`config.mk`:
```
export PLATFORM = sky130hd
export DESIGN_NAME = colmix_serial
export DESIGN_NICKNAME = d
export VERILOG_FILES = /design/src/rtl/colmix_pkg.sv /design/src/rtl/colmix_datapath.sv /design/src/rtl/colmix_ctrl.sv /design/src/rtl/colmix_serial.sv
export SDC_FILE = /design/constraint.sdc
export NUM_CORES = 1
export LEC_CHECK = 0
export CORE_MARGIN = 2
export CORE_UTILIZATION = 48
export DETAILED_ROUTE_END_ITERATION = 12
export PLACE_DENSITY = 0.69
export REMOVE_ABC_BUFFERS = 1
export SLEW_MARGIN = 15
export SYNTH_ARGS = -nofsm -noshare
export SYNTH_HDL_FRONTEND = slang
export SYNTH_SLANG_ARGS = --single-unit
```
`constraint.sdc`:
```
create_clock -name clk -period 1.85 [get_ports clk]
set_input_delay 0.2775 -clock clk [delete_from_list [all_inputs] [get_ports clk]]
set_output_delay 0.2775 -clock clk [all_outputs]
set_load 0.02 [all_outputs]
```
`src/rtl/colmix_pkg.sv`:
```
package colmix_pkg;
  localparam int BYTE_W = 8;
  localparam int ROWS   = 4;
  localparam int ROW_W  = $clog2(ROWS);
  localparam logic [BYTE_W-1:0] REDUCE_TERM = 8'h1B;

  typedef enum logic [2:0] {
    OP_NONE,
    OP_DBL_LEAD,   // acc0 <= dbl(s[i])
    OP_DBL_NEXT,   // acc1 <= dbl(s[i+1])
    OP_FOLD_NEXT,  // acc1 <= acc1 ^ s[i+1]   (completes 3*s[i+1])
    OP_JOIN,       // acc0 <= acc0 ^ acc1
    OP_ADD_THIRD,  // acc0 <= acc0 ^ s[i+2]
    OP_ADD_FOURTH  // acc0 <= acc0 ^ s[i+3]
  } aluOp_e;

  typedef struct packed {
    aluOp_e           op;
    logic [ROW_W-1:0] rowSel;
    logic             push;
    logic [ROW_W-1:0] wrSel;
    logic             emit;
  } ctrlStrobes_t;

  function automatic logic [BYTE_W-1:0] reduceFor(input logic [BYTE_W-1:0] b);
    return b[BYTE_W-1] ? REDUCE_TERM : '0;
  endfunction

  function automatic logic [BYTE_W-1:0] dbl(input logic [BYTE_W-1:0] b);
    return {b[BYTE_W-2:0], 1'b0} ^ reduceFor(b);
  endfunction
endpackage

```
`src/rtl/colmix_datapath.sv`:
```
module colmix_datapath
  import colmix_pkg::*;
(
  input  logic               clk,
  input  logic               rst,
  input  ctrlStrobes_t       strobes,
  input  logic [BYTE_W-1:0]  inByte,
  output logic [BYTE_W-1:0]  resultByte
);
  logic [BYTE_W-1:0] operandBuf [ROWS];
  logic [BYTE_W-1:0] acc0, acc1;
  logic [BYTE_W-1:0] opLead, opNext, opThird, opFourth;
  logic [ROW_W-1:0]  idxNext, idxThird, idxFourth;

  // wrap-around row indices relative to the row being built
  always_comb begin
    idxNext   = strobes.rowSel + ROW_W'(1);
    idxThird  = strobes.rowSel + ROW_W'(2);
    idxFourth = strobes.rowSel + ROW_W'(3);
    opLead    = operandBuf[strobes.rowSel];
    opNext    = operandBuf[idxNext];
    opThird   = operandBuf[idxThird];
    opFourth  = operandBuf[idxFourth];
  end

  generate
    for (genvar g = 0; g < ROWS; g++) begin : g_slot
      always_ff @(posedge clk) begin
        if (rst)
          operandBuf[g] <= '0;
        else if (strobes.push && strobes.wrSel == ROW_W'(g))
          operandBuf[g] <= inByte;
      end
    end
  endgenerate

  always_ff @(posedge clk) begin
    if (rst) begin
      acc0 <= '0;
      acc1 <= '0;
    end else begin
      case (strobes.op)
        OP_DBL_LEAD:   acc0 <= dbl(opLead);
        OP_DBL_NEXT:   acc1 <= dbl(opNext);
        OP_FOLD_NEXT:  acc1 <= acc1 ^ opNext;
        OP_JOIN:       acc0 <= acc0 ^ acc1;
        OP_ADD_THIRD:  acc0 <= acc0 ^ opThird;
        OP_ADD_FOURTH: acc0 <= acc0 ^ opFourth;
        default: ;
      endcase
    end
  end

  assign resultByte = acc0;
endmodule

```
`src/rtl/colmix_ctrl.sv`:
```
module colmix_ctrl
  import colmix_pkg::*;
(
  input  logic          clk,
  input  logic          rst,
  input  logic          inValid,
  output logic          inReady,
  output ctrlStrobes_t  strobes
);
  typedef enum logic [2:0] {
    ST_LOAD, ST_DBL_A, ST_DBL_B, ST_FOLD, ST_JOIN, ST_ADD_C, ST_ADD_D, ST_EMIT
  } state_e;

  state_e           state, stateNext;
  logic [ROW_W-1:0] fillCnt, fillNext;
  logic [ROW_W-1:0] rowIdx, rowNext;
  logic             accept;
  logic             lastFill;
  logic             lastRow;

  assign inReady  = (state == ST_LOAD);
  assign accept   = inReady && inValid;
  assign lastFill = (fillCnt == ROW_W'(ROWS - 1));
  assign lastRow  = (rowIdx == ROW_W'(ROWS - 1));

  always_comb begin
    stateNext = state;
    fillNext  = fillCnt;
    rowNext   = rowIdx;
    strobes   = '{op: OP_NONE, rowSel: rowIdx, push: 1'b0, wrSel: fillCnt, emit: 1'b0};
    case (state)
      ST_LOAD: begin
        if (accept) begin
          strobes.push = 1'b1;
          if (lastFill) begin
            fillNext  = '0;
            rowNext   = '0;
            stateNext = ST_DBL_A;
          end else begin
            fillNext = fillCnt + ROW_W'(1);
          end
        end
      end
      ST_DBL_A: begin strobes.op = OP_DBL_LEAD;   stateNext = ST_DBL_B; end
      ST_DBL_B: begin strobes.op = OP_DBL_NEXT;   stateNext = ST_FOLD;  end
      ST_FOLD:  begin strobes.op = OP_FOLD_NEXT;  stateNext = ST_JOIN;  end
      ST_JOIN:  begin strobes.op = OP_JOIN;       stateNext = ST_ADD_C; end
      ST_ADD_C: begin strobes.op = OP_ADD_THIRD;  stateNext = ST_ADD_D; end
      ST_ADD_D: begin strobes.op = OP_ADD_FOURTH; stateNext = ST_EMIT;  end
      ST_EMIT: begin
        strobes.emit = 1'b1;
        if (lastRow) begin
          stateNext = ST_LOAD;
        end else begin
          rowNext   = rowIdx + ROW_W'(1);
          stateNext = ST_DBL_A;
        end
      end
      default: stateNext = ST_LOAD;
    endcase
  end

  always_ff @(posedge clk) begin
    if (rst) begin
      state   <= ST_LOAD;
      fillCnt <= '0;
      rowIdx  <= '0;
    end else begin
      state   <= stateNext;
      fillCnt <= fillNext;
      rowIdx  <= rowNext;
    end
  end
endmodule

```
`src/rtl/colmix_serial.sv`:
```
module colmix_serial
  import colmix_pkg::*;
(
  input  logic               clk,
  input  logic               rst,
  input  logic [BYTE_W-1:0]  inByte,
  input  logic               inValid,
  output logic               inReady,
  output logic [BYTE_W-1:0]  outByte,
  output logic [ROW_W-1:0]   outRow,
  output logic               outValid
);
  ctrlStrobes_t strobes;

  colmix_ctrl u_ctrl (
    .clk     (clk),
    .rst     (rst),
    .inValid (inValid),
    .inReady (inReady),
    .strobes (strobes)
  );

  colmix_datapath u_dp (
    .clk        (clk),
    .rst        (rst),
    .strobes    (strobes),
    .inByte     (inByte),
    .resultByte (outByte)
  );

  assign outValid = strobes.emit;
  assign outRow   = strobes.rowSel;
endmodule

```
==> run summary, run 1 <==
## Clock network
- 0.07 ns — clock-pin slew of the registers on the worst-case setup and hold paths
- 2 — number of buffers on the longest clock path
- 0 — cts hold-fix bufs
- 57 — # clock sinks
- 3 — H-tree levels
- 9 — number of CTS-inserted buffers
- yes — CTS tree
- 0.34 ns — Clk Latency, worst-skew pair
- clkbuf_8 — clock root buffer

## Layout
- 0 — number of antenna cells inserted
- 0.642 — post-route core utilization
- 30.2% — Layout area overhead
- 0.335 — share of final-layout standard cells stronger than drive strength 1
- 398 — layout net count
- 481 — Final Non-Filler Cells

## Synth
- edfxtp_1 — dominant register cell in the synthesized netlist
- 57 — flop and latch count out of synthesis
- 3580 µm² — Syn Std Cell Area
- 0 — Yosys warnings
- 0.408 — sequential element share of the synthesized area
- 42 — Distinct cells, synth
- 317 — gate count after technology mapping
- 11.3 µm² — mean instance size in the synthesized netlist
- 32 — count of flip-flops with a built-in enable after synthesis
- 0 — share of synthesized flip-flops with an asynchronous set or reset

## Job
- 0 — number of max-cap violations

## Power
- 0.00171 µW — static power due to leakage
- 0.396 — sequential power share
- 2840 µW — internal power contribution
- 0.275 — relative contribution of the clock network to total power
- 0.329 — share of total power in combinational logic
- 910 nW/µm² — power density of the placed cells
- 4240 µW — Power Total
- 0.330 — share of total power consumed by net switching
- 1400 µW — switching component of the power
- 0.532 mV — worst voltage drop across the vdd grid

## Global routing
- 2715 — via count of the first global-routing pass
- 13.2 mm — first-pass GRT wire length
- 0 — initial antenna violation count
- 0.204 — Global Route Usage Sum
- 33 — pin count of the biggest net entering global routing
- 0 — total global routing overflow

## Setup path
- 2.17 ns — data arrival time of the critical path
- or4_1 — Worst path slowest cell
- flop — Critical Path Start Type
- 0.40 ns — Slowest Stage Delay on Critical Path
- u_dp.resultByte[1] — FF-to-FF End
- u_ctrl.state[0] — Worst R2R Start
- flop — category of the worst setup path capture point
- compound AO/OA/AOI/OAI gates — family with the most delay on the worst path
- 4 — Bufs and invs on worst path
- 10 — number of cell instances on the worst register-to-register path
- 2.12 ns — required arrival time at the worst endpoint
- flop to flop — kind of critical path
- 8 — largest fanout on the critical path
- -0.05 ns — internal reg-to-reg setup slack
- buf_6 — cell seen most often among critical-path stages
- inv_4, buf_6, ha_4, o21a_1, o21ai_4, buf_6, buf_4, a221oi_2, or4_1, a31oi_1 — cell-by-cell trace of the critical path

## Drt
- 5.91 — routed via count divided by cell count
- 16.8 µm — detail-routed net length per standard cell
- 2843 — via count
- 4 — TritonRoute pass-1 iters
- 142 — DRC violation total after the first TritonRoute iteration
- 8.07 mm — drt total wl
- 0 — Detail Route Antenna Nets
- 0 — number of remaining DRC errors

## Placed design
- 0.849 — Final GP Congestion
- 456 — DP Cell Count
- 5.88 mm — HPWL after DPL
- 22 — count of port buffers added during placement
- -0.282 ns — worst slack at placement

## Min path
- u_dp.acc1[5] — critical hold path startpoint
- u_dp.acc1[5] — Worst Hold Path EP
- flop to flop — type of the worst min-delay path
- 2 — Min-Delay Path Depth

## Floorplanning
- 0.494 — Starting Density
- 7250 µm² — Core Region
- 90.4 µm — Die X
- 8160 µm² — area of the die
- 23 — # IOs
- 31 — Core Rows
- 90.4 µm — die extent in y

## STA
- -0.0454 ns — worst path setup slack after routing
- 0.379 ns — worst slew pin tran
- 1.02 — final cycle utilization of the critical path
- 0 — count of pins over their slew limit
- 11 — setup violators final
- 1.90 ns — time the final worst path needs with I/O delays and setup
- 0.00976 ns — worst clock skew
- 0.746 — relative slew slack
- 0 — total count of hold-check failures in the final report
- yes — setup repair after global routing missed its margin
- 528 MHz — maximum frequency from static timing analysis

## Status
- finished, violations left — run status
- negative setup slack — failing checks

## how the worst max path moves through the flow
stage / from / endpoint / depth (start not counted)
final: u_ctrl.state[0] / u_dp.resultByte[1] / 10
after global routing: u_ctrl.state[0] / u_dp.resultByte[6] / 10
after CTS: u_ctrl.rowIdx[0] / u_dp.acc1[1] / 6
after detailed placement: u_ctrl.state[0] / u_dp.resultByte[0] / 7
after global placement: u_ctrl.state[1] / u_dp.resultByte[7] / 7
after floorplan: u_ctrl.rowIdx[0] / u_dp.acc1[1] / 5
## synth_stat cells (3+ instances only)
cell type  count  area [µm²]
and3_1        34         213
edfxtp_1      32         961
dfxtp_1       25         500
mux4_2        23         518
nor2_1        17        63.8
a22oi_1       16         120
mux2i_1       16         160
a21oi_1       13        65.1
nand2_1       13        48.8
clkbuf_1      11        41.3
nand3_1       11        55.1
ha_1          10         125
o21ai_0       10        50.1
a221oi_1       8        70.1
a31oi_1        8        50.1
o22ai_1        8        50.1
or4_1          8        60.1
buf_2          7        35.0
xor2_1         6        52.6
inv_1          5        18.8
buf_4          4        30.0
a21o_1         3        22.5
nand2b_1       3        18.8
nor2b_1        3        18.8
o21a_1         3        22.5
## state kept, by name (all words and copies together) (netlist names), named ones only
name             count
u_ctrl.rowIdx        2
u_ctrl.fillCnt       2
u_dp.resultByte      8
u_dp.operandBuf     32
u_dp.acc1            8
u_ctrl.state         3
## cells by family after synthesis
logic type | after synthesis | share of synthesized area
XOR/XNOR | 6 | 0.0147
adder cells (fa/ha/maj) | 10 | 0.0350
buffers and inverters | 31 | 0.0524
AO/OA/AOI/OAI | 76 | 0.143
flip-flops | 57 | 0.408
multiplexers | 41 | 0.200
AND/OR/NAND/NOR | 96 | 0.147
## power groups by stage
stage / registers, µW / clock network (µW) / logic, µW
detailed placement: 1690 / 0 / 1230
global placement: 1670 / 0 / 1210
global route: 1700 / 1240 / 1520
CTS: 1680 / 1180 / 1370
finish: 1680 / 1170 / 1400
floorplan: 1680 / 0 / 659
## layout by cell type, fill, tap and decap left out, types with 3 or more instances in the layout
cell,synthesis,layout
buf_4,4,40
and3_1,34,33
edfxtp_1,32,32
mux4_2,23,23
dfxtp_1,25,22
clkdlybuf4s50_1,0,19
nor2_1,17,17
mux2i_1,16,16
a22oi_1,16,13
a21oi_1,13,13
nand2_1,13,12
nand3_1,11,10
clkbuf_8,0,9
or4_1,8,8
a31oi_1,8,8
o22ai_1,8,7
a221oi_2,1,7
buf_6,2,7
o21ai_0,10,6
xor2_1,6,6
ha_4,0,6
buf_12,2,5
o21ai_1,1,4
ha_1,10,4
inv_1,5,3
a21o_1,3,3
nand2b_1,3,3
o21a_1,3,3
a22oi_2,0,3
clkinv_2,0,3
dfxtp_4,0,3
## per-stage QoR
step	cell area [µm²]	hold WS [ns]	TNS, ns
3_3_place_gp	4150	0.458	-1.63
2_1_floorplan	3410	0.347	-39.24
3_5_place_dp	4150	0.467	-2.95
5_1_grt	4660	0.503	-1.46
6_report	4660	0.488	-0.298
4_1_cts	4580	0.488	-0.328
## what timing repair did
item / CTS / global route
pin swaps: 21 / 13
gates cloned: 0 / 0
buffers inserted: 3 / 6
gates resized for setup: 51 / 14
endpoints found under the setup margin: 19 / 49
## worst register-to-register path, cell delays in order, from the launching register on
cell and delay [ns]:
dfxtp_4 0.37, inv_4 0.05, buf_6 0.11, ha_4 0.15, o21a_1 0.13, o21ai_4 0.14
buf_6 0.16, buf_4 0.12, a221oi_2 0.05, or4_1 0.40, a31oi_1 0.13
## layer usage
layer  share of wire  GRT usage
met5               0          0
met4           0.017     0.0949
met3           0.041     0.0342
met2            0.50      0.345
met1            0.44      0.257
## final cells by class
cell class	count	area, µm²
Clock inverter	7	70.1
Clock buffer	9	124
Timing Repair Buffer	75	709
Inverter	5	23.8
Sequential cell	57	1470
Tap cell	99	124
Fill cell	556	2590
Multi-Input combinational cell	229	2140
No activity file was read; power rests on OpenSTA's default activity.
==> run 2, diff against run 1 <==
--- a/config.mk
+++ b/config.mk
@@ -6,11 +6,12 @@
 export NUM_CORES = 1
 export LEC_CHECK = 0
 export CORE_MARGIN = 2
-export CORE_UTILIZATION = 48
+export CORE_UTILIZATION = 54
 export DETAILED_ROUTE_END_ITERATION = 12
-export PLACE_DENSITY = 0.69
+export PLACE_DENSITY = 0.77
 export REMOVE_ABC_BUFFERS = 1
 export SLEW_MARGIN = 15
 export SYNTH_ARGS = -nofsm -noshare
 export SYNTH_HDL_FRONTEND = slang
+export SYNTH_HIERARCHICAL = 1
 export SYNTH_SLANG_ARGS = --single-unit
==> run 2 against run 1 <==
The flow still finishes with violations (negative setup slack). Worst hold slack better by 0.011 ns. Core utilization grew 7.4 points. Routed wire length up 12%. Critical path type unchanged.
==> run summary, run 2 <==
## Drt
- 19.0 µm — detail-routed net length per standard cell
- 0 — number of remaining DRC errors
- 2959 — via count
- 0 — Detail Route Antenna Nets
- 210 — DRC violation total after the first TritonRoute iteration
- 6.23 — routed via count divided by cell count
- 9.01 mm — drt total wl
- 5 — TritonRoute pass-1 iters

## STA
- 0.408 ns — worst slew pin tran
- 6 — setup violators final
- 512 MHz — maximum frequency from static timing analysis
- -0.312 ns — post-route setup TNS
- 0 — total count of hold-check failures in the final report
- 0 — count of pins over their slew limit
- 0.721 — relative slew slack
- 1.95 ns — time the final worst path needs with I/O delays and setup
- 1.06 — final cycle utilization of the critical path
- yes — setup repair after global routing missed its margin
- 0.0153 ns — worst clock skew
- -0.104 ns — worst path setup slack after routing

## Floorplanning
- 7220 µm² — area of the die
- 29 — Core Rows
- 85.0 µm — die extent in y
- 6350 µm² — Core Region
- 23 — # IOs
- 0.557 — Starting Density
- 85.0 µm — Die X

## Layout
- buf_4, edfxtp_1, and2_1 — most used cells in the layout excluding fill and tap cells
- 410 — layout net count
- 32 — max FFs per register
- buf_4 — most common cell after layout, fill and taps aside
- 0 — number of antenna cells inserted
- 475 — Final Non-Filler Cells
- 28.5% — Layout area overhead
- 0.347 — share of final-layout standard cells stronger than drive strength 1
- u_dp/operandBuf — Most flops, register

## Synth
- 6 — Yosys warnings
- 0 — share of synthesized flip-flops with an asynchronous set or reset
- 53 — Distinct cells, synth
- and2_1, edfxtp_1, dfxtp_1 — top cells by count, synth
- 0.272 — share of Yosys cell area claimed by the top area cell type
- 55 — flop and latch count out of synthesis
- 10.6 µm² — mean instance size in the synthesized netlist
- edfxtp_1, dfxtp_1, mux4_2 — cells taking the most area after synthesis
- 0.402 — sequential element share of the synthesized area
- 335 — gate count after technology mapping
- edfxtp_1 — dominant register cell in the synthesized netlist
- and2_1 — most common cell in the synthesized netlist
- edfxtp_1 — library cell occupying the most area in the post-synthesis netlist
- 32 — count of flip-flops with a built-in enable after synthesis
- 3540 µm² — Syn Std Cell Area

## Clock network
- clkbuf_8 — clock root buffer
- 5 — number of CTS-inserted buffers
- yes — CTS tree
- 0.32 ns — Clk Latency, worst-skew pair
- 55 — # clock sinks
- 2 — H-tree levels
- 0.11 ns — clock-pin slew of the registers on the worst-case setup and hold paths
- 2 — number of buffers on the longest clock path

## Status
- finished, violations left — run status
- negative setup slack — failing checks

## Power
- 0.635 mV — worst voltage drop across the vdd grid
- 0.00164 µW — static power due to leakage
- 1040 nW/µm² — power density of the placed cells

## Placed design
- 22 — count of port buffers added during placement
- 0.826 — Final GP Congestion
- 454 — DP Cell Count
- -0.269 ns — worst slack at placement
- 6.15 mm — HPWL after DPL

## Global routing
- 2837 — via count of the first global-routing pass
- 0 — total global routing overflow
- 13.9 mm — first-pass GRT wire length
- 0.241 — Global Route Usage Sum
- 0 — initial antenna violation count
- 21 — pin count of the biggest net entering global routing

## Setup path
- flop to flop — kind of critical path
- 6 — largest fanout on the critical path
- 2.17 ns — data arrival time of the critical path
- 2.06 ns — required arrival time at the worst endpoint
- flop — category of the worst setup path capture point
- flop — Critical Path Start Type

## Job
- 0 — number of max-cap violations

## Min path
- flop to flop — type of the worst min-delay path

==> run 2: cell types whose count changed after synthesis, sizes merged, moves of 8 or more <==
cell and change:
mux4 -8, nor3 +8, and3 -33, or4 -8, nand3 -9, and2 +33, mux2 +12, ha -8
==> run 2: logic make-up after synthesis <==
| kind of cell | synth area share |
|---|---|
| flops | 0.402 |
| simple gates | 0.190 |
| compound gates | 0.155 |
| mux | 0.172 |
| buf+inv | 0.0463 |
| xor+xnor | 0.0293 |
| fa+ha+maj | 0.00707 |
==> run 2: repair_timing <==
action / in CTS / in global routing
pin swaps: 3 / 12
buffers inserted: 3 / 9
gates cloned: 0 / 1
hold buffers: 0 / 0
resized for setup: 29 / 40
endpoints found under the setup margin: 52 / 56
==> run 2: layout make-up <==
type                    instances  area, µm²
clock buffers                   5       68.8
clock inverters                 3       28.8
fillers                       433       1800
inverters                       5       27.5
multi-input cells             254       2180
flip-flops and latches         55       1440
well taps                      77       96.3
repair buffers                 76        706
==> run 2: path summary, 6_finish.rpt <==
kind                    from                 end  slack (ns)  cells after the start
max          u_ctrl/state[1]  u_dp/resultByte[2]       -0.10                      7
min             u_dp/acc1[2]        u_dp/acc1[2]        0.50                      2
max reg2reg  u_ctrl/state[1]  u_dp/resultByte[2]       -0.10                      7
min reg2reg     u_dp/acc1[2]        u_dp/acc1[2]        0.50                      2
==> run 2: power breakdown <==
group	internal [µW]	switching, µW
registers	1550	252
clock network	287	453
logic	1060	1110
==> run 2: worst max-delay path: stages (launching register included) <==
cell      delay (ns)
dfxtp_2         0.35
buf_6           0.11
a21boi_4        0.20
or3b_4          0.49
o22ai_2         0.22
o21ai_2         0.09
mux2i_1         0.11
a311o_1         0.27
==> run 2: through the flow <==
stage / hold slack [ns] / power [µW] / instance area (µm²) / utilization
after CTS: 0.502 / 4360 / 4250 / 0.670
after global routing: 0.541 / 4960 / 4550 / 0.716
final: 0.499 / 4710 / 4550 / 0.716
after floorplan: 0.340 / 2820 / 3390 / -
after global placement: 0.468 / 3420 / 4030 / 0.635
after detailed placement: 0.484 / 3490 / 4030 / 0.635
==> run 2: metal layers <==
metal,share of wire,wire length [µm],global-route usage,vias to the layer above
met2,0.51,4630,0.413,115
met5,0,0,0,-
met3,0.049,444,0.0204,16
li1,-,-,-,1390
met1,0.42,3800,0.328,1438
met4,0.015,139,0.0707,0
==> run 3, diff against run 2 <==
--- a/config.mk
+++ b/config.mk
@@ -6,9 +6,10 @@
 export NUM_CORES = 1
 export LEC_CHECK = 0
 export CORE_MARGIN = 2
-export CORE_UTILIZATION = 54
+export CORE_UTILIZATION = 58
 export DETAILED_ROUTE_END_ITERATION = 12
-export PLACE_DENSITY = 0.77
+export DONT_BUFFER_PORTS = 1
+export PLACE_DENSITY = 0.76
 export REMOVE_ABC_BUFFERS = 1
 export SLEW_MARGIN = 15
 export SYNTH_ARGS = -nofsm -noshare
==> constraint.sdc (replaced) <==
create_clock -name clk -period 1.7 [get_ports clk]
set_input_delay 0.255 -clock clk [delete_from_list [all_inputs] [get_ports clk]]
set_output_delay 0.255 -clock clk [all_outputs]
set_load 0.02 [all_outputs]
==> run 3 against run 2 <==
The flow still finishes with violations (negative setup slack). Via count up 6.3%. Power up 21%. Flip-flop and latch count unchanged. Core utilization up 9.4 points. Register-to-register slack worse by 0.14 ns.
==> run summary, run 3 (synthesized netlist as in run 2, its figures left out) <==
## Status
- finished, violations left — run status
- negative setup slack — failing checks

## Drt
- 384 — DRC violation total after the first TritonRoute iteration
- 0 — Detail Route Antenna Nets
- 3144 — via count
- 6.72 — routed via count divided by cell count
- 22.3 µm — detail-routed net length per standard cell
- 10.4 mm — drt total wl
- 7 — TritonRoute pass-1 iters
- 0 — number of remaining DRC errors

## Layout
- 2420 µm² — area occupied by multi-input gates
- 32 — max FFs per register
- 0.496 — share of final-layout standard cells stronger than drive strength 1
- 1440 µm² — sequential cell area
- 0 — number of antenna cells inserted
- 310 — filler cell count
- 405 — layout net count
- buf_4, edfxtp_1, buf_6 — most used cells in the layout excluding fill and tap cells
- 4790 µm² — post-layout instance area
- buf_4 — most common cell after layout, fill and taps aside
- 35.5% — Layout area overhead
- u_dp/operandBuf — Most flops, register

## Placed design
- 3820 µm² — total placed instance area
- 0.868 — Final GP Congestion
- -0.567 ns — worst slack at placement
- 0 — count of port buffers added during placement
- 5.84 mm — HPWL after DPL

## STA
- 79 — setup violators final
- 1.15 — final cycle utilization of the critical path
- 0 — count of pins over their slew limit
- yes — setup repair after global routing missed its margin
- 0.651 ns — worst slew pin tran
- -11.23 ns — post-route setup TNS
- 0 — total count of hold-check failures in the final report
- 1.95 ns — time the final worst path needs with I/O delays and setup
- -0.247 ns — worst path setup slack after routing
- 514 MHz — maximum frequency from static timing analysis
- 0.00912 ns — worst clock skew
- 0.564 — relative slew slack

## Floorplanning
- 0.598 — Starting Density
- 82.1 µm — die extent in y
- 23 — # IOs
- 28 — Core Rows
- 5920 µm² — Core Region
- 82.1 µm — Die X
- 6740 µm² — area of the die

## Clock network
- 5 — number of CTS-inserted buffers
- 55 — # clock sinks
- 0.33 ns — Clk Latency, worst-skew pair
- yes — CTS tree
- 2 — H-tree levels
- 2 — number of buffers on the longest clock path
- clkbuf_8 — clock root buffer
- 0.11 ns — clock-pin slew of the registers on the worst-case setup and hold paths

## Setup path
- u_ctrl/state[1] — critical path launch point
- 7 — number of cell instances on the worst register-to-register path
- buf_6, a21boi_4, or3b_4, o22ai_2, o21ai_2, mux2i_1, a311o_1 — cell-by-cell trace of the critical path
- -0.25 ns — internal reg-to-reg setup slack
- flop to flop — kind of critical path
- u_dp/resultByte[2] — FF-to-FF End
- u_ctrl/state[1] — Worst R2R Start
- 0.50 ns — Slowest Stage Delay on Critical Path
- 2.18 ns — data arrival time of the critical path
- 6 — largest fanout on the critical path
- flop — category of the worst setup path capture point
- or3b_4 — Worst path slowest cell
- 1.93 ns — required arrival time at the worst endpoint
- flop — Critical Path Start Type

## Min path
- 1 — Min-Delay Path Depth
- u_ctrl/state[0] — Worst Hold Path EP
- input pin to flop — type of the worst min-delay path
- rst — critical hold path startpoint

## Global routing
- 0.298 — Global Route Usage Sum
- 2974 — via count of the first global-routing pass
- 0 — total global routing overflow
- 0 — initial antenna violation count
- 20 — pin count of the biggest net entering global routing
- 14.9 mm — first-pass GRT wire length

## Power
- 0.950 mV — worst voltage drop across the vdd grid
- 5710 µW — Power Total
- 0.00173 µW — static power due to leakage
- 1190 nW/µm² — power density of the placed cells

## Job
- 0 — number of max-cap violations

## run 3: cell count changes in the layout (fill, tap and decap cells not counted), moves of 5 or more
cell | before | now
a21oi_1 | 19 | 12
a21oi_2 | 1 | 8
and2_1 | 30 | 11
and2_4 | 3 | 22
buf_4 | 42 | 35
buf_6 | 8 | 23
buf_8 | 0 | 5
clkdlybuf4s50_1 | 18 | 0
## run 3: layer usage
metal | vias up | global-route usage | part of all wire
met5 | - | 0 | 0
met3 | 50 | 0.0717 | 0.066
met1 | 1547 | 0.372 | 0.40
met2 | 160 | 0.496 | 0.49
met4 | 0 | 0.125 | 0.041
li1 | 1387 | - | -
## run 3: power breakdown
| group | internal (µW) | switching [µW] |
|---|---|---|
| Clock | 300 | 482 |
| Combinational | 1470 | 1420 |
| Sequential | 1690 | 353 |
| Total | 3450 | 2250 |
## run 3: timing repair
item	in CTS	in global routing
gates cloned	0	1
endpoints found under the hold margin	12	0
setup endpoints to repair	80	85
pin swaps	55	36
setup buffers	18	7
gates resized for setup	71	91
hold buffers	2	0
## run 3: worst max path at each step
| stage | end | cells after the start |
|---|---|---|
| after floorplan | u_dp/resultByte[2] | 6 |
| after CTS | u_dp/resultByte[5] | 6 |
| after global placement | u_dp/resultByte[5] | 7 |
| after global routing | u_dp/resultByte[6] | 8 |
| final | u_dp/resultByte[2] | 7 |
| after detailed placement | u_dp/resultByte[6] | 7 |
## run 3: cell type report
type                            instances  area share
Clock buffer                            5      0.0144
Clock inverter                          3     0.00496
Sequential cell                        55       0.300
Multi-Input combinational cell        254       0.505
Inverter                                5     0.00496
Timing Repair Buffer                   71       0.151
Tap cell                               75      0.0196
## run 3: stage by stage
step                 util  hold slack, ns  instances
CTS                 0.740          0.0102        460
global route        0.810          0.0265        468
floorplan               -           0.317        314
finish              0.810          0.0444        468
global placement    0.646           0.320        432
detailed placement  0.646           0.323        432
## run 3: critical path, delay by kind of cell (launching register included)
kind / cells / cell delay (ns)
AOI/OAI and AO/OA: 4 / 0.76
and+or+nand+nor: 1 / 0.50
DFF: 1 / 0.35
muxes: 1 / 0.13
buffers and inverters: 1 / 0.11
